`src/rtl/intflag_pkg.sv`:
```
package intflag_pkg;
  localparam int OFS_CLR = 0;
  localparam int OFS_SET = 1;
  localparam int OFS_EN  = 2;
  localparam int OFS_STS = 3;

  typedef struct packed {
    logic clrStb;
    logic setStb;
    logic enStb;
  } regStrobe_t;
endpackage

```
`src/rtl/intflag_ctrl.sv`:
```
module intflag_ctrl
  import intflag_pkg::*;
#(
  parameter int ADDR_W = 2
) (
  input  logic              wrEn,
  input  logic [ADDR_W-1:0] wrAddr,
  output regStrobe_t        strobe
);
  always_comb begin
    strobe        = '0;
    strobe.clrStb = wrEn && (wrAddr == ADDR_W'(OFS_CLR));
    strobe.setStb = wrEn && (wrAddr == ADDR_W'(OFS_SET));
    strobe.enStb  = wrEn && (wrAddr == ADDR_W'(OFS_EN));
  end
endmodule

```
`src/rtl/intflag_dp.sv`:
```
module intflag_dp
  import intflag_pkg::*;
#(
  parameter int NUM_SRC = 2,
  parameter int DATA_W  = 8,
  parameter int ADDR_W  = 2
) (
  input  logic               clk,
  input  logic               rstN,
  input  regStrobe_t         strobe,
  input  logic [DATA_W-1:0]  wrData,
  input  logic [NUM_SRC-1:0] hwCond,
  input  logic [ADDR_W-1:0]  rdAddr,
  output logic [DATA_W-1:0]  rdData,
  output logic [NUM_SRC-1:0] flagQ,
  output logic [NUM_SRC-1:0] enQ,
  output logic               irq
);
  logic [NUM_SRC-1:0] maskedSts;

  for (genvar i = 0; i < NUM_SRC; i++) begin : g_src
    // Forced set beats clear; clear beats the hardware condition this cycle.
    always_ff @(posedge clk or negedge rstN) begin
      if (!rstN)                             flagQ[i] <= 1'b0;
      else if (strobe.setStb && wrData[i])   flagQ[i] <= 1'b1;
      else if (strobe.clrStb && wrData[i])   flagQ[i] <= 1'b0;
      else if (hwCond[i])                    flagQ[i] <= 1'b1;
    end

    always_ff @(posedge clk or negedge rstN) begin
      if (!rstN)             enQ[i] <= 1'b0;
      else if (strobe.enStb) enQ[i] <= wrData[i];
    end

    assign maskedSts[i] = flagQ[i] & enQ[i];
  end

  always_comb begin
    rdData = '0;
    case (rdAddr)
      ADDR_W'(OFS_CLR), ADDR_W'(OFS_SET): rdData = DATA_W'(flagQ);
      ADDR_W'(OFS_EN):                    rdData = DATA_W'(enQ);
      ADDR_W'(OFS_STS):                   rdData = DATA_W'(maskedSts);
      default:                            rdData = '0;
    endcase
  end

  assign irq = |maskedSts;
endmodule

```
`src/rtl/intflag_top.sv`:
```
module intflag_top
  import intflag_pkg::*;
#(
  parameter int NUM_SRC = 2,
  parameter int DATA_W  = 8,
  parameter int ADDR_W  = 2
) (
  input  logic               clk,
  input  logic               rstN,
  input  logic               wrEn,
  input  logic [ADDR_W-1:0]  wrAddr,
  input  logic [DATA_W-1:0]  wrData,
  input  logic [ADDR_W-1:0]  rdAddr,
  output logic [DATA_W-1:0]  rdData,
  input  logic [NUM_SRC-1:0] hwCond,
  output logic               irq
);
  regStrobe_t         strobe;
  logic [NUM_SRC-1:0] flagQ;
  logic [NUM_SRC-1:0] enQ;

  intflag_ctrl #(.ADDR_W(ADDR_W)) u_ctrl (
    .wrEn   (wrEn),
    .wrAddr (wrAddr),
    .strobe (strobe)
  );

  intflag_dp #(.NUM_SRC(NUM_SRC), .DATA_W(DATA_W), .ADDR_W(ADDR_W)) u_dp (
    .clk    (clk),
    .rstN   (rstN),
    .strobe (strobe),
    .wrData (wrData),
    .hwCond (hwCond),
    .rdAddr (rdAddr),
    .rdData (rdData),
    .flagQ  (flagQ),
    .enQ    (enQ),
    .irq    (irq)
  );
endmodule

```
`config.mk`:
```
export PLATFORM = sky130hd
export DESIGN_NAME = intflag_top
export DESIGN_NICKNAME = d
export VERILOG_FILES = /design/src/rtl/intflag_pkg.sv /design/src/rtl/intflag_ctrl.sv /design/src/rtl/intflag_dp.sv /design/src/rtl/intflag_top.sv
export SDC_FILE = /design/constraint.sdc
export NUM_CORES = 1
export LEC_CHECK = 0
export ABC_AREA = 1
export BUFFER_PORTS_ARGS = -buffer_cell sky130_fd_sc_hd__clkbuf_2
export CAP_MARGIN = 10
export CORE_AREA = 2 2 39 41
export CTS_CLUSTER_SIZE = 30
export DETAILED_ROUTE_END_ITERATION = 8
export DIE_AREA = 0 0 41 43
export PLACE_DENSITY_LB_ADDON = 0.12
export SKIP_CTS_REPAIR_TIMING = 1
export SYNTH_ARGS = -nofsm -noshare
export SYNTH_HDL_FRONTEND = slang
export SYNTH_SLANG_ARGS = --single-unit
```
`constraint.sdc`:
```
create_clock -name clk -period 0.8 [get_ports clk]
set_input_delay 0.08 -clock clk [delete_from_list [all_inputs] [get_ports clk]]
set_output_delay 0.08 -clock clk [all_outputs]
set_load 0.02 [all_outputs]
```
==> impl_metrics.tcl, run 1 <==
set metrics [dict create \
    dr.pass1.iters 2 \
    ir_worst_vdd_v 0.000561 \
    max-clock-path-buffers 2 \
    period_needed_ns 1.02 \
    slew_violations 0 \
    critPathLaunchType "register" \
    die-area_mm2 0.00176 \
    clk-insertion-delay-late_ns 0.23 \
    synth_seq_cells 4 \
    crit_path_cell_trace "inv_1, a22oi_2, buf_6" \
    setup_tns_ns -0.676 \
    worstPathArrival_ns 0.94 \
    power_mw 0.768 \
    globalRoute.totalOverflow 0 \
    gp_congestion 0.567 \
    critPathTopFamily "flip-flops" \
    violations "setup timing" \
    dp_hpwl_um 464 \
    max_freq_mhz 983 \
    cts_made_buffers 3 \
    diodes 0 \
    drt-total-wl_um 536 \
    timing.final.crit_share_pct 127 \
    power.static_leakage_nw 0.252 \
    hold_path_class "primary input to register" \
    drc 0 \
    timing.final.ws_setup_ns -0.217 \
    synth_cell_types 13 \
    cpPeakStageDelay_ns 0.33 \
    maxCapViolations 0 \
    status "finished, violations left" \
    critPathMaxFanout 2 \
    initial_core_util_pct 20.5 \
    io_buffer_count 13 \
    drive_above_1_share_pct 46.7 \
    syn_to_final_growth_pct 59.0 \
    synth_area_um2 284 \
    path_buf_inv 2 \
    cts_sinks 4 \
    ant_nets 0 \
    cellPowerDensity_mw_per_mm2 1700 \
    critical_path_required_ns 0.72 \
    cts_tree "built" \
    design_area_um2 452 \
    vias_per_cell 3.68 \
    vias 280 \
    syn_inst 40 \
    yosys_warnings 0 \
    avgSynthCellArea_um2 7.10 \
    coreArea_mm2 0.00138 \
    nets 79 \
    finalHoldViolations 0 \
    cts_root_buffer "clkbuf_4" \
    rrSetupSlack_ns -0.04 \
    rows 14 \
    critPathKind "register to primary output" \
    rsz0062_at_grt "yes" \
    grt_usage_pct 8.36 \
    critPathCaptureType "primary output" \
    htree_levels 1 \
    fin_hold_ws_ns 0.0576 \
    dpl_cell_area_um2 374 \
    drt_iter0_drc 1 \
    fp.dieH_um 43 \
    grt_pass1_wl_um 903 \
    antenna_found_initial 0 \
    grt_max_degree 6 \
    ios 26 \
    wl_per_cell_um 7.05 \
    yosysSeqAreaShare_pct 35.2 \
    fin_worst_skew_ns 0 \
    final_core_util_pct 32.6 \
    path_clk_slew_ns 0.04 \
    grt_pass1_vias 254 \
    crit_slowest_cell "dfrtp_1" \
    die_w_um 41 \
    setup-violations-final 4 \
]
## cell type report
| class | instances | area [um^2] |
|---|---|---|
| clock buffer | 3 | 22.5 |
| fill | 164 | 932 |
| inverter | 10 | 37.5 |
| multi-input combinational | 25 | 148 |
| sequential | 4 | 100 |
| tap | 16 | 20.0 |
| timing repair buffer | 18 | 124 |
## cell usage after synthesis
cell type	count	area [um^2]
a22oi_1	2	15.0
buf_4	6	45.0
conb_1	1	3.75
dfrtp_1	4	100
inv_1	10	37.5
nand2_1	6	22.5
nand3_1	3	15.0
nand3_2	1	10.0
nand4_1	1	6.26
nor2_1	2	7.51
o21ai_0	1	5.00
o21ai_1	2	10.0
o22ai_1	1	6.26
## power breakdown
part	internal, mW	total [mW]	switching [mW]
Clock	0.167	0.244	0.0770
Combinational	0.138	0.285	0.147
Sequential	0.226	0.239	0.0122
Total	0.532	0.768	0.236
## placed cells by master, fill, tap and decap left out
master and instances:
o21ai_1 2, nor2_4 1, inv_2 2, nand2_1 6, inv_1 8, o21ai_2 1
nand3_1 3, o22ai_2 1, a22oi_2 2, nand4_1 1, nor2_1 1, clkbuf_2 10
buf_4 4, buf_6 3, nand3_2 1, dlygate4sd3_1 1, conb_1 6, dfrtp_1 4
clkbuf_4 3
## logic make-up after synthesis
kind of cell,count (synthesis),synth area share [%]
AOI/OAI and AO/OA,6,12.8
other,1,1.32
DFF,4,35.2
and+or+nand+nor,13,21.6
buffers and inverters,16,29.1
## worst min-delay path, cell delays in order
cell,delay [ns]
clkbuf_2,0.08
o21ai_2,0.04
nand2_1,0.05
## sequential cells by signal (all words and copies together), names as in the netlist
name        cells
u_dp.enQ        2
u_dp.flagQ      2
## metrics by stage
| stage | worst slack [ns] | cells |
|---|---|---|
| after floorplan | 0.0665 | 45 |
| after detailed placement | -0.0174 | 70 |
| after global placement | -0.0144 | 70 |
| final | -0.217 | 76 |
| after global routing | -0.262 | 76 |
| after CTS | -0.265 | 73 |
## layer usage
metal	share of wire, %	wire length, um	track usage (%)	vias to the layer above
li1	-	-	-	154
met1	44	235	8.44	111
met2	48	258	11.3	15
met3	7.8	42	3.14	0
met4	0	0	10.0	0
met5	0	0	0	-
## path summary, 6_finish.rpt
path                               startpoint             to  cells past startpoint
max in group asynchronous                rstN    u_dp.enQ[1]                      2
worst max-delay path              u_dp.enQ[1]      rdData[1]                      3
worst max register to register  u_dp.flagQ[1]  u_dp.flagQ[1]                      5
min in group asynchronous                rstN    u_dp.enQ[0]                      2
worst min register to register  u_dp.flagQ[0]  u_dp.flagQ[0]                      3
worst min-delay path                hwCond[0]  u_dp.flagQ[0]                      3
Power figures use the tool's default switching activity.
==> run 2: changes to the inputs <==
- RECOVER_POWER: not set -> 25
==> impl_metrics.tcl, run 2 (synthesized netlist as in run 1, its figures left out) <==
set metrics [dict create \
    status "finished, violations left" \
    violations "setup timing" \
    grt_usage_pct 8.36 \
    final_core_util_pct 32.5 \
    rows 14 \
    io_buffer_count 13 \
    ir_worst_vdd_v 0.000561 \
    grt_max_degree 6 \
    crit-reg2reg-launch "u_dp.flagQ[1]" \
    vias 280 \
    fin_worst_skew_ns 0 \
    ant_nets 0 \
    final_cell_mix "clkbuf_2, inv_1, nand2_1, conb_1" \
    power.static_leakage_nw 0.249 \
    die-area_mm2 0.00176 \
    multi_input_area_um2 148 \
    final_common_cell "clkbuf_2" \
    coreArea_mm2 0.00138 \
    grt_pass1_wl_um 903 \
    drive_above_1_share_pct 45.0 \
    rrSetupSlack_ns -0.04 \
    diodes 0 \
    die_w_um 41 \
    clk-insertion-delay-late_ns 0.23 \
    worstPathArrival_ns 0.94 \
    worstRegToRegCells 5 \
    cts_sinks 4 \
    path_clk_slew_ns 0.04 \
    period_needed_ns 1.02 \
    hold_path_class "primary input to register" \
    holdCritStartpoint "hwCond[0]" \
    gp_congestion 0.567 \
    holdPathEnd "u_dp.flagQ[0]" \
    fill_cells 165 \
    reg_top3 "u_dp.enQ x2, u_dp.flagQ x2" \
    critPathMaxFanout 2 \
    vias_per_cell 3.68 \
    max-clock-path-buffers 2 \
    dr.pass1.iters 2 \
    critical_path_required_ns 0.72 \
    htree_levels 1 \
    critPathCaptureType "primary output" \
    design_area_um2 450 \
    maxCapViolations 0 \
    regArea_um2 100 \
    finalHoldViolations 0 \
    cts_made_buffers 3 \
    antenna_found_initial 0 \
    initial_core_util_pct 20.5 \
    cts_tree "built" \
    cellPowerDensity_mw_per_mm2 1700 \
    max_freq_mhz 983 \
    critPathLaunchType "register" \
    setup-violations-final 4 \
    wl_per_cell_um 7.04 \
    rr_endpoint "u_dp.flagQ[1]" \
    slew_violations 0 \
    drt-total-wl_um 535 \
    hold_depth 3 \
    syn_to_final_growth_pct 58.6 \
    timing.final.ws_setup_ns -0.217 \
    critPathKind "register to primary output" \
    globalRoute.totalOverflow 0 \
    fp.dieH_um 43 \
    cts_root_buffer "clkbuf_4" \
    drc 0 \
    ios 26 \
    grt_pass1_vias 254 \
    dp_hpwl_um 464 \
    timing.final.crit_share_pct 127 \
    rsz0062_at_grt "yes" \
    dpl_cell_area_um2 374 \
    nets 79 \
    drt_iter0_drc 1 \
]
-- run 2: cell counts in the layout (fill, tap and decap cells not counted) --
Identical to the previous run, type by type.
-- run 2: worst max-delay path by stage --
stage | startpoint | to | depth (start not counted) | slack, ns
2_1_floorplan | u_dp.enQ[0] | rdData[0] | 2 | 0.07
3_3_place_gp | u_dp.flagQ[0] | rdData[0] | 3 | -0.01
3_5_place_dp | u_dp.flagQ[0] | rdData[0] | 3 | -0.02
4_1_cts | u_dp.flagQ[0] | rdData[0] | 3 | -0.26
5_1_grt | u_dp.flagQ[1] | irq | 3 | -0.26
6_report | u_dp.enQ[1] | rdData[1] | 3 | -0.22
-- run 2: cell type report --
type | instances | share of cell area (%)
Timing Repair Buffer | 18 | 27.2
Sequential cell | 4 | 22.2
Clock buffer | 3 | 5.00
Tap cell | 16 | 4.44
Multi-Input combinational cell | 25 | 32.8
Inverter | 10 | 8.33
-- run 2: report_power, final --
part | internal, mW | switching, mW
registers | 0.226 | 0.0122
logic | 0.138 | 0.147
clock network | 0.167 | 0.0770
-- run 2: worst max-delay path: stages (launching register included) --
cell and delay (ns):
dfrtp_1 0.33, inv_1 0.07, a22oi_2 0.16, buf_6 0.14
-- run 2: layer usage --
metal	vias to the layer above	part of all wire (%)	global-route usage [%]
met3	0	7.9	3.14
met2	15	48	11.3
li1	154	-	-
met5	-	0	0
met4	0	0	10.0
met1	111	44	8.44
-- run 2: through the flow --
step	std cells	total power, mW	TNS (ns)	setup slack, ns	hold WS (ns)
2_1_floorplan	45	0.401	0	0.0665	-0.216
3_3_place_gp	70	0.472	-0.0182	-0.0144	-0.109
3_5_place_dp	70	0.473	-0.0282	-0.0174	-0.109
4_1_cts	73	0.720	-0.777	-0.265	-0.353
5_1_grt	76	0.818	-0.896	-0.262	0.0827
6_report	76	0.768	-0.676	-0.217	0.0576
==> run 3: changes to the inputs <==
- REMOVE_ABC_BUFFERS: not set -> 1
- clock period: 0.8 -> 1.3 ns (I/O delays scaled with it)
==> impl_metrics.tcl, run 3 (synthesized netlist as in run 1, its figures left out) <==
set metrics [dict create \
    maxCapViolations 0 \
    htree_levels 1 \
    critPathMaxFanout 2 \
    io_buffer_count 13 \
    power.static_leakage_nw 0.222 \
    holdPathEnd "u_dp.flagQ[0]" \
    met1_length_um 201 \
    hold_depth 3 \
    drc 0 \
    grt_pass1_wl_um 779 \
    period_needed_ns 1.11 \
    final_cell_mix "clkbuf_2, inv_1, nand2_1, conb_1, dfrtp_1" \
    coreArea_mm2 0.00138 \
    rrSetupSlack_ns 0.57 \
    drive_above_1_share_pct 28.6 \
    ant_nets 0 \
    wl_met2_um 240 \
    critical_path_required_ns 1.17 \
    status "finished, final reports clean" \
    final_common_cell "clkbuf_2" \
    diodes 0 \
    antenna_found_initial 0 \
    top_layer_used "met3" \
    crit-reg2reg-launch "u_dp.flagQ[1]" \
    holdCritStartpoint "hwCond[0]" \
    setup-violations-final 0 \
    globalRoute.totalOverflow 0 \
    wl_per_cell_um 6.99 \
    ir_worst_vdd_v 0.000338 \
    worstPathArrival_ns 0.98 \
    cts_made_buffers 3 \
    multi_input_area_um2 120 \
    cts_tree "built" \
    clk-insertion-delay-late_ns 0.23 \
    vias_per_cell 3.64 \
    critPathLaunchType "register" \
    max-clock-path-buffers 2 \
    regArea_um2 100 \
    grt_max_degree 6 \
    met3WireLength_um 61 \
    timing.final.crit_share_pct 85.2 \
    cellPowerDensity_mw_per_mm2 1090 \
    rows 14 \
    critPathKind "register to primary output" \
    syn_to_final_growth_pct 31.7 \
    initial_core_util_pct 20.5 \
    setup_tns_ns 0 \
    fill_cells 165 \
    reg_top3 "u_dp.enQ x2, u_dp.flagQ x2" \
    dp_hpwl_um 454 \
    fp.dieH_um 43 \
    cts_sinks 4 \
    ios 26 \
    drt_iter0_drc 3 \
    grt_usage_pct 7.35 \
    drt-total-wl_um 503 \
    finalHoldViolations 0 \
    max_freq_mhz 903 \
    rr_endpoint "u_dp.flagQ[1]" \
    nets 75 \
    grt_pass1_vias 216 \
    path_clk_slew_ns 0.03 \
    critPathCaptureType "primary output" \
    cts_root_buffer "clkbuf_4" \
    dr.pass1.iters 2 \
    worstRegToRegCells 4 \
    rsz0062_at_grt "no" \
    slew_violations 0 \
    gp_congestion 0.624 \
    dpl_cell_area_um2 343 \
    design_area_um2 374 \
    vias 262 \
    die-area_mm2 0.00176 \
    hold_path_class "primary input to register" \
    die_w_um 41 \
    fin_worst_skew_ns 0 \
]
-- run 3: changes by cell type in the layout (fill, tap and decap cells not counted), sizes merged --
cell / before / now
clkbuf: 13 / 16
buf: 7 / 0
-- run 3: worst max-delay path by stage --
| stage | start | endpoint | slack, ns | cells after the start |
|---|---|---|---|---|
| 2_1_floorplan | u_dp.enQ[0] | rdData[0] | 0.40 | 2 |
| 3_3_place_gp | u_dp.enQ[0] | rdData[0] | 0.44 | 3 |
| 3_5_place_dp | u_dp.enQ[0] | rdData[0] | 0.43 | 3 |
| 4_1_cts | u_dp.enQ[0] | rdData[0] | 0.18 | 3 |
| 5_1_grt | u_dp.enQ[1] | rdData[1] | 0.10 | 3 |
| 6_report | u_dp.enQ[0] | rdData[0] | 0.19 | 3 |
-- run 3: through the flow --
step / setup WS [ns] / std cells / power, mW / utilization [%] / hold slack [ns]
2_1_floorplan: 0.403 / 39 / 0.221 / - / -0.166
3_3_place_gp: 0.435 / 68 / 0.264 / 24.8 / -0.0573
3_5_place_dp: 0.432 / 68 / 0.264 / 24.8 / -0.0585
4_1_cts: 0.179 / 71 / 0.418 / 26.4 / -0.308
5_1_grt: 0.103 / 72 / 0.435 / 27.0 / 0.148
6_report: 0.193 / 72 / 0.410 / 27.0 / 0.119
-- run 3: critical path: stages, from the launching register on --
cell and delay (ns):
dfrtp_1 0.33, inv_1 0.05, a22oi_1 0.17, clkbuf_2 0.20
-- run 3: layout make-up --
cell class	instances	share of cell area, %
Timing Repair Buffer	14	19.7
Clock buffer	3	6.02
Sequential cell	4	26.8
Tap cell	16	5.35
Inverter	10	10.0
Multi-Input combinational cell	25	32.1
-- run 3: per-layer routing --
metal | GRT usage [%] | vias up
met5 | 0 | -
met4 | 10.0 | 0
met3 | 3.14 | 0
met2 | 8.13 | 12
met1 | 8.44 | 104
li1 | - | 146
-- run 3: power by group --
part,switching (mW),internal [mW],total (mW),leakage [nW]
combinational,0.0744,0.0418,0.116,0.163
sequential,0.00678,0.139,0.146,0.0444
clock,0.0445,0.103,0.147,0.0138
